--- src/rtl/sd_cmd_engine.sv ---
`timescale 1ns/100ps
module sd_cmd_engine #(
  parameter int PRE_W   = 8,
  parameter int TO_CLKS = 64
) (
  input  logic        clk,
  input  logic        rst_n,
  input  logic        wr_en,
  input  logic [2:0]  wr_addr,
  input  logic [31:0] wr_data,
  input  logic [2:0]  rd_addr,
  output logic [31:0] rd_data,
  output logic        sd_clk,
  output logic        cmd_out,
  output logic        cmd_oe,
  input  logic        cmd_in
);
  localparam int TO_W       = $clog2(TO_CLKS);
  localparam int FRAME_BITS = 48;
  localparam int SHORT_LAST = 47;
  localparam int LONG_LAST  = 135;

  typedef enum logic [1:0] {S_IDLE, S_SEND, S_WAIT, S_RESP} state_t;

  state_t           st;
  logic [PRE_W-1:0] pre_q, div_cnt;
  logic             sclk_q, cout_q, oe_q;
  logic [31:0]      arg_q;
  logic [5:0]       idx_q;
  logic             host_q, wresp_q, long_q;
  logic             st_fin, st_to, st_sent;
  logic [47:0]      frame_q;
  logic [7:0]       bcnt;
  logic [TO_W-1:0]  to_cnt;
  logic [126:0]     rsh;
  logic [31:0]      resp_q [4];

  function automatic logic [6:0] crc7(input logic [39:0] d);
    logic [6:0] c;
    logic       fb;
    c = '0;
    for (int i = 39; i >= 0; i--) begin
      fb = d[i] ^ c[6];
      c  = {c[5:0], 1'b0} ^ (fb ? 7'h09 : 7'h00);
    end
    return c;
  endfunction

  logic         busy, tick, fall_ev, rise_ev, start_wr;
  logic [127:0] nxt;
  logic [7:0]   rlast;

  assign busy     = (st != S_IDLE);
  assign tick     = (div_cnt >= pre_q);
  assign fall_ev  = tick & sclk_q;
  assign rise_ev  = tick & ~sclk_q;
  assign start_wr = wr_en && (wr_addr == 3'd0) && wr_data[8] && !busy;
  assign nxt      = {rsh, cmd_in};
  assign rlast    = long_q ? 8'(LONG_LAST) : 8'(SHORT_LAST);

  assign sd_clk  = sclk_q;
  assign cmd_out = cout_q;
  assign cmd_oe  = oe_q;

  always_comb begin
    case (rd_addr)
      3'd0:    rd_data = {21'b0, long_q, wresp_q, 2'b00, host_q, idx_q};
      3'd1:    rd_data = arg_q;
      3'd2:    rd_data = {19'b0, 1'b0, st_sent, st_to, st_fin, busy, 8'b0};
      3'd3:    rd_data = 32'(pre_q);
      default: rd_data = resp_q[rd_addr[1:0]];
    endcase
  end

  always_ff @(posedge clk or negedge rst_n) begin
    if (!rst_n) begin
      st      <= S_IDLE;
      pre_q   <= '0;
      div_cnt <= '0;
      sclk_q  <= 1'b0;
      cout_q  <= 1'b1;
      oe_q    <= 1'b0;
      arg_q   <= '0;
      idx_q   <= '0;
      host_q  <= 1'b0;
      wresp_q <= 1'b0;
      long_q  <= 1'b0;
      st_fin  <= 1'b0;
      st_to   <= 1'b0;
      st_sent <= 1'b0;
      frame_q <= '1;
      bcnt    <= '0;
      to_cnt  <= '0;
      rsh     <= '0;
      for (int i = 0; i < 4; i++) resp_q[i] <= '0;
    end else begin
      if (tick) begin
        div_cnt <= '0;
        sclk_q  <= ~sclk_q;
      end else begin
        div_cnt <= div_cnt + 1'b1;
      end

      if (wr_en) begin
        case (wr_addr)
          3'd0: if (!busy) begin
            idx_q   <= wr_data[5:0];
            host_q  <= wr_data[6];
            wresp_q <= wr_data[9];
            long_q  <= wr_data[10];
          end
          3'd1: arg_q <= wr_data;
          3'd2: begin
            st_fin  <= st_fin  & ~wr_data[9];
            st_to   <= st_to   & ~wr_data[10];
            st_sent <= st_sent & ~wr_data[11];
          end
          3'd3: pre_q <= wr_data[PRE_W-1:0];
          default: ;
        endcase
      end

      case (st)
        S_IDLE: if (start_wr) begin
          frame_q <= {2'b01, wr_data[5:0], arg_q, crc7({2'b01, wr_data[5:0], arg_q}), 1'b1};
          bcnt    <= '0;
          st      <= S_SEND;
        end
        S_SEND: if (fall_ev) begin
          if (bcnt == 8'(FRAME_BITS)) begin
            oe_q    <= 1'b0;
            cout_q  <= 1'b1;
            st_sent <= 1'b1;
            to_cnt  <= '0;
            st      <= wresp_q ? S_WAIT : S_IDLE;
          end else begin
            oe_q    <= 1'b1;
            cout_q  <= frame_q[47];
            frame_q <= {frame_q[46:0], 1'b1};
            bcnt    <= bcnt + 1'b1;
          end
        end
        S_WAIT: if (rise_ev) begin
          if (!cmd_in) begin
            rsh  <= '0;
            bcnt <= 8'd1;
            st   <= S_RESP;
          end else if (to_cnt == TO_W'(TO_CLKS - 1)) begin
            st_to <= 1'b1;
            st    <= S_IDLE;
          end else begin
            to_cnt <= to_cnt + 1'b1;
          end
        end
        S_RESP: if (rise_ev) begin
          rsh  <= nxt[126:0];
          bcnt <= bcnt + 1'b1;
          if (bcnt == rlast) begin
            st_fin <= 1'b1;
            st     <= S_IDLE;
            if (long_q) begin
              resp_q[0] <= nxt[127:96];
              resp_q[1] <= nxt[95:64];
              resp_q[2] <= nxt[63:32];
              resp_q[3] <= nxt[31:0];
            end else begin
              resp_q[0] <= nxt[39:8];
            end
          end
        end
        default: st <= S_IDLE;
      endcase
    end
  end
endmodule


--- config.mk ---
export PLATFORM = sky130hd
export DESIGN_NAME = sd_cmd_engine
export DESIGN_NICKNAME = d
export VERILOG_FILES = /design/src/rtl/sd_cmd_engine.sv
export SDC_FILE = /design/constraint.sdc
export NUM_CORES = 1
export LEC_CHECK = 0
export ABC_AREA = 0
export BUFFER_PORTS_ARGS = -buffer_cell sky130_fd_sc_hd__buf_2
export CELL_PAD_IN_SITES_DETAIL_PLACEMENT = 2
export CELL_PAD_IN_SITES_GLOBAL_PLACEMENT = 2
export CORE_MARGIN = 2
export CORE_UTILIZATION = 44
export CTS_BUF_LIST = sky130_fd_sc_hd__clkbuf_16
export DETAILED_ROUTE_END_ITERATION = 8
export GPL_TIMING_DRIVEN = 0
export PLACE_DENSITY = 0.88
export SYNTH_ARGS = -nofsm -noshare
export SYNTH_HDL_FRONTEND = slang
export SYNTH_SLANG_ARGS = --single-unit
--- constraint.sdc ---
create_clock -name clk -period 4.2 [get_ports clk]
set_input_delay 1.05 -clock clk [delete_from_list [all_inputs] [get_ports clk]]
set_output_delay 1.05 -clock clk [all_outputs]
set_load 0.02 [all_outputs]
# Yosys cells after proc, flatten, opt, wreduce, memory -nomap -nowiden
# Cells that the tools add are included.
word_totals:
  elab_cells: 252
  latchBits: 0
  mem_bits_rw: 0
  register_bits: 382
  out_inout_bits: 35
  rom_bits: 0
  input_bits: 42
  n_memories: 0
op_classes:
  add_sub_neg: 3
  mux: 94
  reduce_logical: 22
  bitwise_logic: 86
  mul: 0
  eq_ne: 23
  shifts: 0
  order_cmp: 2
  div: 0
ops:
  columns: ["operator", "n"]
  rows:
  - ["two-way mux 127 bit", 3]
  - ["case mux 127 bit (2 select lines)", 1]
  - ["XOR 7 x 4 -> 7 bit", 36]
  - ["two-way mux 4 bit", 38]
  - ["two-way mux 48 bit", 3]
  - ["case mux 32 bit (4 select lines)", 1]
  - ["two-way mux 32 bit", 3]
  - ["case mux 48 bit (2 select lines)", 1]
  - ["binary-select mux 32 bit (select 2 bit)", 1]
  - ["two-way mux 8 bit", 8]
  - ["XOR 1 bit", 35]
  - ["case mux 8 bit (4 select lines)", 1]
  - ["two-way mux 6 bit", 5]
  - ["!= test 2 bit (second input constant)", 10]
  - ["two-way mux 1 bit", 18]
  - ["two-way mux 2 bit", 9]
  - ["adder 8 x 1 -> 8 bit (second input constant)", 2]
  - ["== test 3 x 2 -> 1 bit (second input constant)", 4]
  - ["case mux 6 bit (2 select lines)", 1]
  - ["AND reduction 4 bit", 3]
  - ["AND reduction 6 bit", 2]
  - ["== test 8 x 6 -> 1 bit (second input constant)", 1]
  - ["== test 8 bit", 1]
  - [">= comparator 8 bit", 1]
  - ["22 further kinds", 42]

# Depth between registers and ports, before layout
depth:
  word_depth: 111
  ltp_mapped: 13
  mapped_depth_nobuf: 10

# Least setup slack after synthesis
# No wires, ideal clock.
synth_timing:
  path_type: "input port to output port"
  start: "in rd_addr[0]"
  end: "out rd_data[11]"
  required_ns: 3.150
  path_buffers: 2
  slack_ns: 0.273
  path_stages: 5
  arrival_ns: 2.877
  cell_sequence: "clkbuf_1 buf_1 mux4_2 nand2_1 o21ai_0"
synth_between:
  elab_chain_cells: 5
  word_cells_on_any_way: 9
  cone_classes: "eq/ne (3); mux (4); bitwise (1); reduce/logical (1)"
synth_rtl:
  columns: ["item", "line", "source"]
  rows:
  - ["start, declared", "11", "input logic [2:0] rd_addr,"]
  - ["NOT 2 -> 3 bit (not written as such)", "71", "default: rd_data = resp_q[rd_addr[1:0]];"]
  - ["binary-select mux 32 bit (select 2 bit)", "71", null]
  - ["two-way mux 32 bit (not written as such) (2 in series)", "71", null]
  - ["case mux 32 bit (4 select lines) *", "66", "case (rd_addr)"]
  - ["end, declared", "12", "output logic [31:0] rd_data,"]
# Every way passes the cells marked *; elsewhere a longest branch is shown, timed or not. The select of a mux whose other input is x is not followed.

# Worst setup path after layout
layout_timing:
  start: "in rd_addr[1]"
  end: "out rd_data[9]"
# Same word-level chain as after synthesis.

==> metrics.txt <==
Syn Nets=1325; CTS Sinks=approximately 380; post-route ant nets=0; # H-tree levels=2; RePlAce Congestion=0.839; Post-synth ARST share=1.00; slowest CP cell=a211oi_1; IO Pins=77; Worst slew margin=0.264; slowest stage delay, CP=~0.6 ns; Final WS setup=0.00715 ns; Cell Pwr Density=approximately 650 nW/um2; first-pass GRT wire length=107 mm; Startpoint Class=input pin; final count of negative-setup-slack endpoints=0; total number of vias=12700; post_cts resized=28; period utilization=0.998; Initial Util=0.449; Post-synth top flop=dfrtp_1; Worst Skew=0.0256 ns; syn_area_per_cell=roughly 14 um2; Achievable Freq=239 MHz; die area=between 40000 and 50000 um2; setup_tns=0 ns; Setup CP Type=in -> out; die width=203 um; CP arrival=3.14 ns; Netlist cell types=55; Post-synth EDFFs=0; final routed DRC violation total=0; 1st-pass router iterations=5; peak supply drop=0.514 mV; DP Worst Slack=-0.871 ns; Max Buffers Root-to-Sink=3; synth warn=0; worst-skew pair later-pin latency=0.61 ns; # hold bufs at CTS=0; crit-path max FO=10; Final Hold Fails=0; vias in the first global route=between 10000 and 15000; layout cells sized above 1=0.250; DRT iter0 DRCs=969; Max Slew Vio Count=0; initial antenna violation count=2; CTS Buf Count=41; post-placement cell count=1863; footprint of the multi-input gates=7420 um2; mapped cell area=roughly 17000 um2; area delta synth->final=14.0%; clk slew on worst S/H paths=~0.060 ns; RSZ-0062 raised after global routing=false; post-DR vias/cell=6.55; LEAKAGE=9.37 nW; Port-buffer cells=71; TritonCTS clock tree=done; crit-path cells=clkbuf_2, buf_2, mux2i_1, nor2_1, a211oi_1, a21oi_1, buf_2; status=completed; Routed WL per cell=37.2 um; Slew @ Worst Pin=about 1.1 ns; Overflow after GRT=0; Final nets=about 1400; post-CTS setup buffers=0; final worst path period need=4.19 ns; max_cap viols=0; Core ar.=38800 um2; Detailed Route WL=71.9 mm; Gate Count Post-Synth=1271; CP most frequent cell=buf_2; Row Count=72; Layout Cells excl Fill=1934; Ant. Diodes=0; Reg area=9590 um2; clk root buf=clkbuf_16; Critical Path RT=3.15 ns; Seq/Total Area, Yosys=0.551; Die Y-Extent=203 um; CP endpoint kind=primary output; Tot Pwr=13.0 mW; # fillers=around 3600; Hold WC Path Type=in -> async; Synth Register Bits=381; dpl hpwl=44.1 mm; largest net degree at the start of global routing=129; All-Layer GR Usage=0.360
-- metal layers --
layer / wire length (um) / up-vias / share of wire / global-route usage
met4: 4990 / 2 / 0.069 / 0.224
met3: 4490 / 302 / 0.062 / 0.0759
met5: 11 / - / 0.00015 / 0
met2: 37000 / 675 / 0.52 / 0.635
li1: - / 4923 / - / -
met1: 25400 / 6773 / 0.35 / 0.396
-- synthesized netlist by cell type (9+ instances only) --
cell / instances / area share
a21oi_1: 46 / 0.013
a22o_1: 147 / 0.074
dfstp_2: 48 / 0.072
mux2_2: 104 / 0.067
dfrtp_1: 333 / 0.48
mux2i_1: 37 / 0.021
ha_1: 12 / 0.0086
mux2_1: 136 / 0.088
clkbuf_1: 59 / 0.013
and3_1: 9 / 0.0032
o21ai_0: 16 / 0.0046
nor2_1: 51 / 0.011
nand2_1: 34 / 0.0073
inv_1: 21 / 0.0045
xor2_1: 17 / 0.0085
buf_1: 19 / 0.0041
mux4_2: 32 / 0.041
xnor2_1: 33 / 0.017
o21ai_1: 9 / 0.0026
nand3_1: 13 / 0.0037
-- report_power, final --
| part | internal (mW) | total (mW) | switching [mW] |
|---|---|---|---|
| Combinational | 2.06 | 4.43 | 2.37 |
| Clock | 2.05 | 3.75 | 1.70 |
| Sequential | 4.22 | 4.78 | 0.555 |
| Total | 8.34 | 13.0 | 4.63 |
-- kinds of logic (layout without fill, tap and decap cells) --
family	Yosys count	count (layout)	synth area share
mux	309	309	0.218
flops	381	381	0.551
fa+ha+maj	12	12	0.00862
buf+inv	108	253	0.0243
compound gates	254	254	0.111
xor+xnor	70	70	0.0498
simple gates	137	137	0.0376
-- worst paths after layout --
path                         endpoint  slack (ns)        from  cells past startpoint
max reg2reg                resp_q[98]       0.007     bcnt[0]                     10
min                        div_cnt[6]        0.41       rst_n                      1
min in group clk           resp_q[56]        0.50  resp_q[56]                      1
min reg2reg                resp_q[56]        0.50  resp_q[56]                      1
max in group asynchronous  resp_q[82]        2.21       rst_n                      3
max                        rd_data[9]       0.007  rd_addr[1]                      7
-- area by class of cell --
class,instances,share of cell area
Sequential cell,381,0.483
Multi-Input combinational cell,782,0.374
Clock buffer,41,0.0516
Tap cell,518,0.0326
Timing Repair Buffer,74,0.0225
Buffer,84,0.0179
Clock inverter,33,0.0147
Inverter,21,0.00397
-- cells in the final DEF, fill, tap and decap left out, types with 4 or more instances in the layout --
| cell type | instances |
|---|---|
| clkbuf_2 | 9 |
| dfstp_2 | 48 |
| nand2_1 | 34 |
| mux2_1 | 136 |
| ha_1 | 12 |
| and3_1 | 8 |
| nand2b_1 | 4 |
| buf_1 | 14 |
| xor3_1 | 4 |
| xnor2_2 | 5 |
| xnor2_1 | 33 |
| a21oi_1 | 45 |
| xnor3_2 | 5 |
| clkbuf_1 | 48 |
| mux2_2 | 104 |
| inv_1 | 25 |
| mux2i_1 | 37 |
| nand3_1 | 13 |
| dfrtp_1 | 333 |
| buf_2 | 79 |
| clkinv_1 | 13 |
| a22o_1 | 147 |
| bufinv_16 | 4 |
| xor2_1 | 17 |
| o21ai_0 | 16 |
| or4_1 | 4 |
| xnor3_1 | 6 |
| a22oi_1 | 8 |
| o31ai_1 | 5 |
| mux4_2 | 32 |
| a21o_1 | 5 |
| o21ai_1 | 9 |
| nor2_1 | 50 |
| clkbuf_16 | 41 |
| clkinv_2 | 8 |
-- registers in the layout, summed over array words and instances (netlist names), 2 cells and up --
name and cells:
rsh 127, pre_q 8, resp_q 128, to_cnt 6, arg_q 32, st 2
idx_q 6, frame_q 47, div_cnt 8, bcnt 8
-- metrics by stage --
stage	util	hold slack, ns	cell area (um2)
after detailed placement	0.477	0.480	18500
after floorplan	-	0.448	17400
final	0.512	0.406	19900
after CTS	0.512	0.423	19900
after global routing	0.512	0.440	19900
after global placement	0.475	0.462	18400
-- critical path: cells and delay by family --
kind	cells	cell delay, ns
buffers and inverters	3	1.06
AOI/OAI and AO/OA	2	0.69
muxes	1	0.25
and+or+nand+nor	1	0.08
No activity file was read; power rests on OpenSTA's default activity.
